<file path="src/rtl/lbt_pkg.sv">
package lbt_pkg;
  typedef enum logic {
    ST_IDLE = 1'b0,
    ST_BUSY = 1'b1
  } lbt_state_e;

  typedef struct packed {
    logic fast_bus;
    logic no_zws;
    logic is_write;
  } lbt_cycle_t;
endpackage

</file>
<file path="src/rtl/lbt_cycle_latch.sv">
module lbt_cycle_latch
  import lbt_pkg::*;
(
  input  logic       clk,
  input  logic       rst_n,
  input  logic       load,
  input  lbt_cycle_t live,
  output lbt_cycle_t held
);
  always_ff @(posedge clk or negedge rst_n) begin
    if (!rst_n) begin
      held <= '0;
    end else if (load) begin
      held <= live;
    end
  end
endmodule

</file>
<file path="src/rtl/lbt_claim_ctrl.sv">
module lbt_claim_ctrl
  import lbt_pkg::*;
#(
  parameter int RDY_DLY = 2
) (
  input  logic clk,
  input  logic rst_n,
  input  logic cyc_start,
  input  logic addr_hit,
  input  logic fast_live,
  output logic accept,
  output logic term,
  output logic claim_n,
  output logic ready_n
);
  localparam int CNT_W = (RDY_DLY < 2) ? 1 : $clog2(RDY_DLY + 1);
  localparam logic [CNT_W-1:0] LAST = CNT_W'(RDY_DLY);

  lbt_state_e       state;
  logic [CNT_W-1:0] cnt;
  logic             busy;

  assign busy   = (state == ST_BUSY);
  assign accept = !busy && cyc_start && addr_hit;
  assign term   = busy && (cnt == LAST);

  always_ff @(posedge clk or negedge rst_n) begin
    if (!rst_n) begin
      state <= ST_IDLE;
      cnt   <= '0;
    end else begin
      unique case (state)
        ST_IDLE: if (accept) begin
          state <= ST_BUSY;
          cnt   <= CNT_W'(1);
        end
        ST_BUSY: if (cnt == LAST) begin
          state <= ST_IDLE;
          cnt   <= '0;
        end else begin
          cnt <= cnt + CNT_W'(1);
        end
        default: state <= ST_IDLE;
      endcase
    end
  end

  // Slow bus: claim must be seen by the end of cycle 1, so it is driven
  // straight from the decode; fast bus waits for the registered claim.
  assign claim_n = !(busy || (accept && !fast_live));
  assign ready_n = !term;

  AST_NO_CLAIM_ON_MISS: assert property (@(posedge clk) disable iff (!rst_n)
    (!busy && !(cyc_start && addr_hit)) |-> (claim_n && ready_n));
  AST_SLOW_CLAIM_T1: assert property (@(posedge clk) disable iff (!rst_n)
    (accept && !fast_live) |-> !claim_n);
  AST_FAST_CLAIM_LATE: assert property (@(posedge clk) disable iff (!rst_n)
    (accept && fast_live) |-> claim_n);
  AST_FAST_CLAIM_T2: assert property (@(posedge clk) disable iff (!rst_n)
    accept |=> !claim_n);
  AST_READY_PULSE: assert property (@(posedge clk) disable iff (!rst_n)
    !ready_n |=> ready_n);
  AST_RELEASE: assert property (@(posedge clk) disable iff (!rst_n)
    !ready_n |=> (claim_n || (cyc_start && addr_hit)));
endmodule

</file>
<file path="src/rtl/lbt_wdata_cap.sv">
module lbt_wdata_cap
  import lbt_pkg::*;
#(
  parameter int DATA_W = 32
) (
  input  logic              clk,
  input  logic              rst_n,
  input  logic              term,
  input  lbt_cycle_t        cyc,
  input  logic [DATA_W-1:0] wr_data,
  output logic              cap_valid,
  output logic [DATA_W-1:0] cap_data
);
  logic take_now;
  logic defer;

  assign take_now = term && cyc.is_write && !cyc.no_zws;

  always_ff @(posedge clk or negedge rst_n) begin
    if (!rst_n) begin
      defer     <= 1'b0;
      cap_valid <= 1'b0;
      cap_data  <= '0;
    end else begin
      defer     <= term && cyc.is_write && cyc.no_zws;
      cap_valid <= take_now || defer;
      if (take_now || defer) begin
        cap_data <= wr_data;
      end
    end
  end

  AST_CAP_NO_COLLIDE: assert property (@(posedge clk) disable iff (!rst_n)
    !(take_now && defer));
  AST_ZWS_CAPTURE: assert property (@(posedge clk) disable iff (!rst_n)
    take_now |=> cap_valid);
  AST_DEFER_GAP: assert property (@(posedge clk) disable iff (!rst_n)
    (term && cyc.is_write && cyc.no_zws) |=> !cap_valid);
  AST_READ_NO_CAP: assert property (@(posedge clk) disable iff (!rst_n)
    (term && !cyc.is_write) |=> !cap_valid);
endmodule

</file>
<file path="src/rtl/lbt_target.sv">
module lbt_target
  import lbt_pkg::*;
#(
  parameter int DATA_W  = 32,
  parameter int RDY_DLY = 2
) (
  input  logic              clk,
  input  logic              rst_n,
  input  logic              cyc_start,
  input  logic              cyc_write,
  input  logic              addr_hit,
  input  logic              id_fast_bus,
  input  logic              id_no_zws,
  input  logic [DATA_W-1:0] wr_data,
  output logic              claim_n,
  output logic              ready_n,
  output logic              cap_valid,
  output logic [DATA_W-1:0] cap_data
);
  lbt_cycle_t live_cyc;
  lbt_cycle_t held_cyc;
  logic       accept;
  logic       term;

  assign live_cyc = '{fast_bus: id_fast_bus, no_zws: id_no_zws, is_write: cyc_write};

  lbt_cycle_latch u_latch (
    .clk  (clk),
    .rst_n(rst_n),
    .load (accept),
    .live (live_cyc),
    .held (held_cyc)
  );

  lbt_claim_ctrl #(.RDY_DLY(RDY_DLY)) u_ctrl (
    .clk      (clk),
    .rst_n    (rst_n),
    .cyc_start(cyc_start),
    .addr_hit (addr_hit),
    .fast_live(id_fast_bus),
    .accept   (accept),
    .term     (term),
    .claim_n  (claim_n),
    .ready_n  (ready_n)
  );

  lbt_wdata_cap #(.DATA_W(DATA_W)) u_cap (
    .clk      (clk),
    .rst_n    (rst_n),
    .term     (term),
    .cyc      (held_cyc),
    .wr_data  (wr_data),
    .cap_valid(cap_valid),
    .cap_data (cap_data)
  );

  AST_STRAP_HELD: assert property (@(posedge clk) disable iff (!rst_n)
    (!ready_n && $past(!claim_n)) |-> $stable(held_cyc));
endmodule

</file>
<file path="config.mk">
export PLATFORM = sky130hd
export DESIGN_NAME = lbt_target
export DESIGN_NICKNAME = d
export VERILOG_FILES = /design/src/rtl/lbt_pkg.sv /design/src/rtl/lbt_cycle_latch.sv /design/src/rtl/lbt_claim_ctrl.sv /design/src/rtl/lbt_wdata_cap.sv /design/src/rtl/lbt_target.sv
export SDC_FILE = /design/constraint.sdc
export NUM_CORES = 1
export LEC_CHECK = 0
export CAP_MARGIN = 25
export CORE_MARGIN = 2
export CORE_UTILIZATION = 41
export CTS_BUF_LIST = sky130_fd_sc_hd__clkbuf_8
export CTS_CLUSTER_DIAMETER = 150
export DETAILED_ROUTE_END_ITERATION = 10
export GPL_TIMING_DRIVEN = 0
export PLACE_DENSITY = 0.84
export SLEW_MARGIN = 20
export SYNTH_ARGS = -nofsm -noshare
export SYNTH_HDL_FRONTEND = slang
export SYNTH_SLANG_ARGS = --single-unit
</file>
<file path="constraint.sdc">
create_clock -name clk -period 1.8 [get_ports clk]
set_clock_uncertainty 0.1 [all_clocks]
set_input_delay 0.54 -clock clk [delete_from_list [all_inputs] [get_ports clk]]
set_output_delay 0.54 -clock clk [all_outputs]
set_load 0.005 [all_outputs]
</file>
Word-level counts from Yosys, hierarchy flattened
Index checks and enable logic that the tools add are counted.

Flip-flop bits (word level): 39. Bits in latches: 0. Memory bits (writable): 0. ROM bits: 0. Input bits: 39. Word-level logic and storage cells: 31. Memories: 0.

Add/sub/neg operators: 1. Multipliers: 0. Divide/modulo/power cells: 0. Order comparisons: 0. Equal/unequal tests: 2. Shift operators: 0. Multiplexer cells: 6. Bitwise gates (word level): 1. Reductions and logical operators: 14.

Operators with widths (count): $logic_and 1x1->1 (7); $logic_not 1->1 (5); $mux 2 (2); $pmux 2 s2 (1); $add 2x1->2 const B (1); $eq 2x2->1 const B (1); $logic_or 1x1->1 (2); $mux 1 (2); $ne 2x1->1 const B (1); $pmux 1 s2 (1); $not 1->1 (1).

Depth between registers and ports, before layout
Word-level depth: 6. Gate-level depth with buffers: 4. Gate-level depth less buffers: 3.

Cells and area by module
Synthesis repeated with hierarchy kept, for this count alone.

Cell total of the unflattened synthesis: 208. Area total of the unflattened synthesis: 2258.4 µm².

Modules (own cells, without submodules): lbt_wdata_cap (times used 1, cells an instance 187, area each 1995.7 µm²); lbt_claim_ctrl (times used 1, cells an instance 15, area each 153.9 µm²); lbt_cycle_latch (times used 1, cells an instance 6, area each 108.9 µm²).

Worst setup path before layout
No wires, ideal clock.

Path kind: reg2reg. Start point: register u_ctrl.state (netlist: u_ctrl.busy). End point: register u_cap.cap_data[11]. Library setup time: 0.125 ns. Data arrival time: 1.389 ns. Data required time: 1.575 ns. Path slack: 0.186 ns. Cell stages (with the launch flop): 5. Buffers on the path: 1. Cell sequence: dfrtp_1 > and3b_4 > a31oi_4 > buf_6 > mux2_2.

Cells in the longest elaborated chain, start to end: 4.

Ends and longest elaborated chain: start: declaration (RTL line lbt_claim_ctrl.sv:19) `lbt_state_e state;`; start signal: assignment (RTL line lbt_claim_ctrl.sv:29) `state <= ST_IDLE;`; start signal: assignment (RTL line lbt_claim_ctrl.sv:34) `state <= ST_BUSY;`; start signal: assignment (RTL line lbt_claim_ctrl.sv:38) `state <= ST_IDLE;`; $logic_and 1x1->1 (RTL line lbt_claim_ctrl.sv:25) `assign term = busy && (cnt == LAST);`; $logic_and 1x1->1 (2 in a row) (RTL line lbt_wdata_cap.sv:17) `assign take_now = term && cyc.is_write && !cyc.no_zws;`; $logic_or 1x1->1 (RTL line lbt_wdata_cap.sv:27) `if (take_now || defer) begin`; end signal: assignment (RTL line lbt_wdata_cap.sv:28) `cap_data <= wr_data;`; end: declaration (RTL line lbt_wdata_cap.sv:12) `output logic [DATA_W-1:0] cap_data`.

No other way between the ends. A chain may end at the register's enable or synchronous reset.

Worst setup path after layout
Start point: register u_ctrl.cnt[1]. End point: register u_cap.cap_data[13].

Cells in the longest elaborated chain, start to end: 5.

Ends and longest elaborated chain: start: declaration (RTL line lbt_claim_ctrl.sv:20) `logic [CNT_W-1:0] cnt;`; start signal: assignment (RTL line lbt_claim_ctrl.sv:41) `cnt <= cnt + CNT_W'(1);`; $eq 2x2->1 (RTL line lbt_claim_ctrl.sv:25); $logic_and 1x1->1 (RTL line lbt_claim_ctrl.sv:25); $logic_and 1x1->1 (2 in a row) (RTL line lbt_wdata_cap.sv:17); $logic_or 1x1->1 (RTL line lbt_wdata_cap.sv:27).

No other way between the ends.

==> metrics <==
status=complete, no violations; std cell rows=22; # fillers=222; Clk Latency, worst-skew pair=290 ps; Crit Path Max Fanout=9; syn avg cell area=16.1 um^2; chip height=64.7 um; total CTS buffers=5; hold buffer count at cts=0; sequential share of the synthesized area=64.7%; first drt pass iteration count=3; VDD IR max=0.683 mV; 1st-iter DRT viols=64; Synth area leaders=dfrtp_1, mux2_2, mux2_4; clock tree sinks=39; Clock H-tree levels=2; worst flop-to-flop path endpoint=u_cap.cap_data[13]$_DFFE_PN0P_; CTS max path bufs=2; drt drc=0; Inserted Diodes=0; Startpoint Class=flop; final setup fails=0; Power Density=1480 nW/um^2; grt total ovfl=0; clk slew on worst S/H paths=80 ps; Max Slew Vio Count=0; RSZ-0062 raised after global routing=yes; Synth Register Bits=39; Async SR Flop Fraction=100%; first-pass GRT wire length=5330 um; Via density=4.61; number of global-route vias before repair=1148; post-DP HPWL=2460 um; Max Cap Viol=0; hold crit path type=input port to async pin; Avg WL per Cell=15.4 um; top-count cell post-synth=dfrtp_1; Via Count=1089; routability cong.=0.621; die area=4180 um^2; Initial Util=41.8%; WP data arrival=1860 ps; number of synthesized flops with an enable pin=0; synth-to-layout area growth=71.2%; WL final=3650 um; Slew @ Worst Pin=394 ps; syn nets=133; Final #Nets=226; die extent in x=64.7 um; slowest cell on the critical path=dfrtp_1; R2R depth=6; Clock Tree Root=clkbuf_8; all-layer global routing usage=16.9%; cell chain of the critical path=and3b_4, buf_4, a31oi_4, buf_12, clkbuf_16, mux2_2; Primary FF master, synth=dfrtp_1; Synth area leader=dfrtp_1; crit path time final=1790 ps; Worst EP required=1870 ps; CTS tree=built; reg2reg start=u_ctrl.cnt[1]$_DFFE_PN0P_; Commonest cells post-synth=dfrtp_1, mux2_2, inv_1, nor2_1; IO buf count=73; Post-Syn Instances=94; Final period util=99.5%; share of cells above drive strength 1=33.0%; number of antenna violations at the first check in global routing=0; CP Capture Type=flop; P_leak=1.35 nW; Core ar.=3610 um^2; Fmax=559 MHz; synthesis warning total=0; critical path type=flop to flop; sum of negative setup slack=0 ps; top cell type's share of synthesized area=64.7%; I/O pin count=74; synthesized cell area=1510 um^2; max incr delay on CP=410 ps; largest net degree at the start of global routing=26; Yosys cell types=13; Tot Pwr=0.00382 W; r2r setup slk=10 ps; Slew HR=73.7%; final hold vios=0; antenna viol nets, final=0
[sequential cells by signal, summed over array words and instances, names as in the netlist]
signal           count
u_cap.cap_data      32
u_cap.cap_valid      1
u_cap.defer          1
u_ctrl.busy          1
u_ctrl.cnt           2
u_latch.held         2
[how the worst max path moves through the flow]
stage / from / endpoint
after floorplan: u_ctrl.busy$_DFF_PN0_ / u_cap.cap_data[11]$_DFFE_PN0P_
after global placement: rst_n / u_ctrl.busy$_DFF_PN0_
after detailed placement: cyc_start / claim_n
after CTS: u_cap.cap_data[1]$_DFFE_PN0P_ / cap_data[1]
after global routing: u_ctrl.cnt[0]$_DFFE_PN0P_ / u_cap.cap_data[13]$_DFFE_PN0P_
final: u_ctrl.cnt[1]$_DFFE_PN0P_ / u_cap.cap_data[13]$_DFFE_PN0P_
[layout by cell type (no fill, tap or decap), types with 2 or more instances in the layout]
cell,synthesis,layout
clkdlybuf4s50_1,0,39
dfrtp_1,39,39
mux2_2,31,30
dlymetal6s2s_1,0,23
buf_4,0,8
inv_1,4,6
dlygate4sd2_1,0,6
clkbuf_8,0,5
buf_6,3,4
nor2_1,4,4
mux2_4,3,4
nand2_1,3,3
buf_2,0,3
a21oi_1,2,2
buf_12,0,2
clkdlybuf4s15_1,0,2
[metal layers]
| metal | global-route usage (%) | share of wire (%) | vias to the layer above |
|---|---|---|---|
| met1 | 18.9 | 39 | 527 |
| met3 | 6.77 | 7.5 | 6 |
| met2 | 29.7 | 52 | 49 |
| li1 | - | - | 507 |
| met4 | 4.79 | 0.85 | 0 |
| met5 | 0 | 0 | - |
[through the flow]
step | setup slack, ps | util [%] | area (um^2) | cells | hold slack (ps)
6_report | 9.86 | 71.7 | 2580 | 236 | 65.7
5_1_grt | -42.6 | 71.7 | 2580 | 236 | 81.3
4_1_cts | 2.08 | 66.8 | 2410 | 227 | 73.9
3_5_place_dp | -574 | 64.4 | 2320 | 216 | 381
3_3_place_gp | -712 | 63.8 | 2300 | 215 | 385
2_1_floorplan | 186 | - | 1510 | 94 | 144
[kinds of logic (layout without fill, tap and decap cells)]
group,after synthesis,in the layout,share of synthesized area (%)
mux,34,34,26.1
compound gates,5,5,2.90
flops,39,39,64.7
simple gates,9,9,3.07
buf+inv,7,101,3.23
[worst max-delay path, delay by kind of cell (launching register included)]
family,cells,cell delay (ps)
muxes,1,330
AOI/OAI and AO/OA,1,190
buffers and inverters,3,450
and+or+nand+nor,1,190
DFF,1,410
[area by class of cell]
| type | count | area, um^2 | area share [%] |
|---|---|---|---|
| plain buffers | 3 | 42.5 | 1.65 |
| inverters | 4 | 15.0 | 0.581 |
| clock inverters | 3 | 12.5 | 0.484 |
| repair buffers | 86 | 921 | 35.6 |
| well taps | 48 | 60.1 | 2.32 |
| flip-flops and latches | 39 | 976 | 37.8 |
| clock buffers | 5 | 68.8 | 2.66 |
| multi-input cells | 48 | 488 | 18.9 |
[power by group]
group	switching (W)	internal, W	total (W)
clock	0.000286	0.000260	0.000547
sequential	0.000233	0.00131	0.00155
combinational	0.000533	0.00120	0.00173
total	0.00105	0.00277	0.00382
[repair_timing]
action / in CTS / in global routing
resized for setup: 17 / 33
setup endpoints to repair: 7 / 55
setup buffers: 3 / 6
hold endpoints to repair: 0 / 0
pin swaps: 3 / 3
gates cloned: 0 / 3
(Power assumes the default switching activity.)
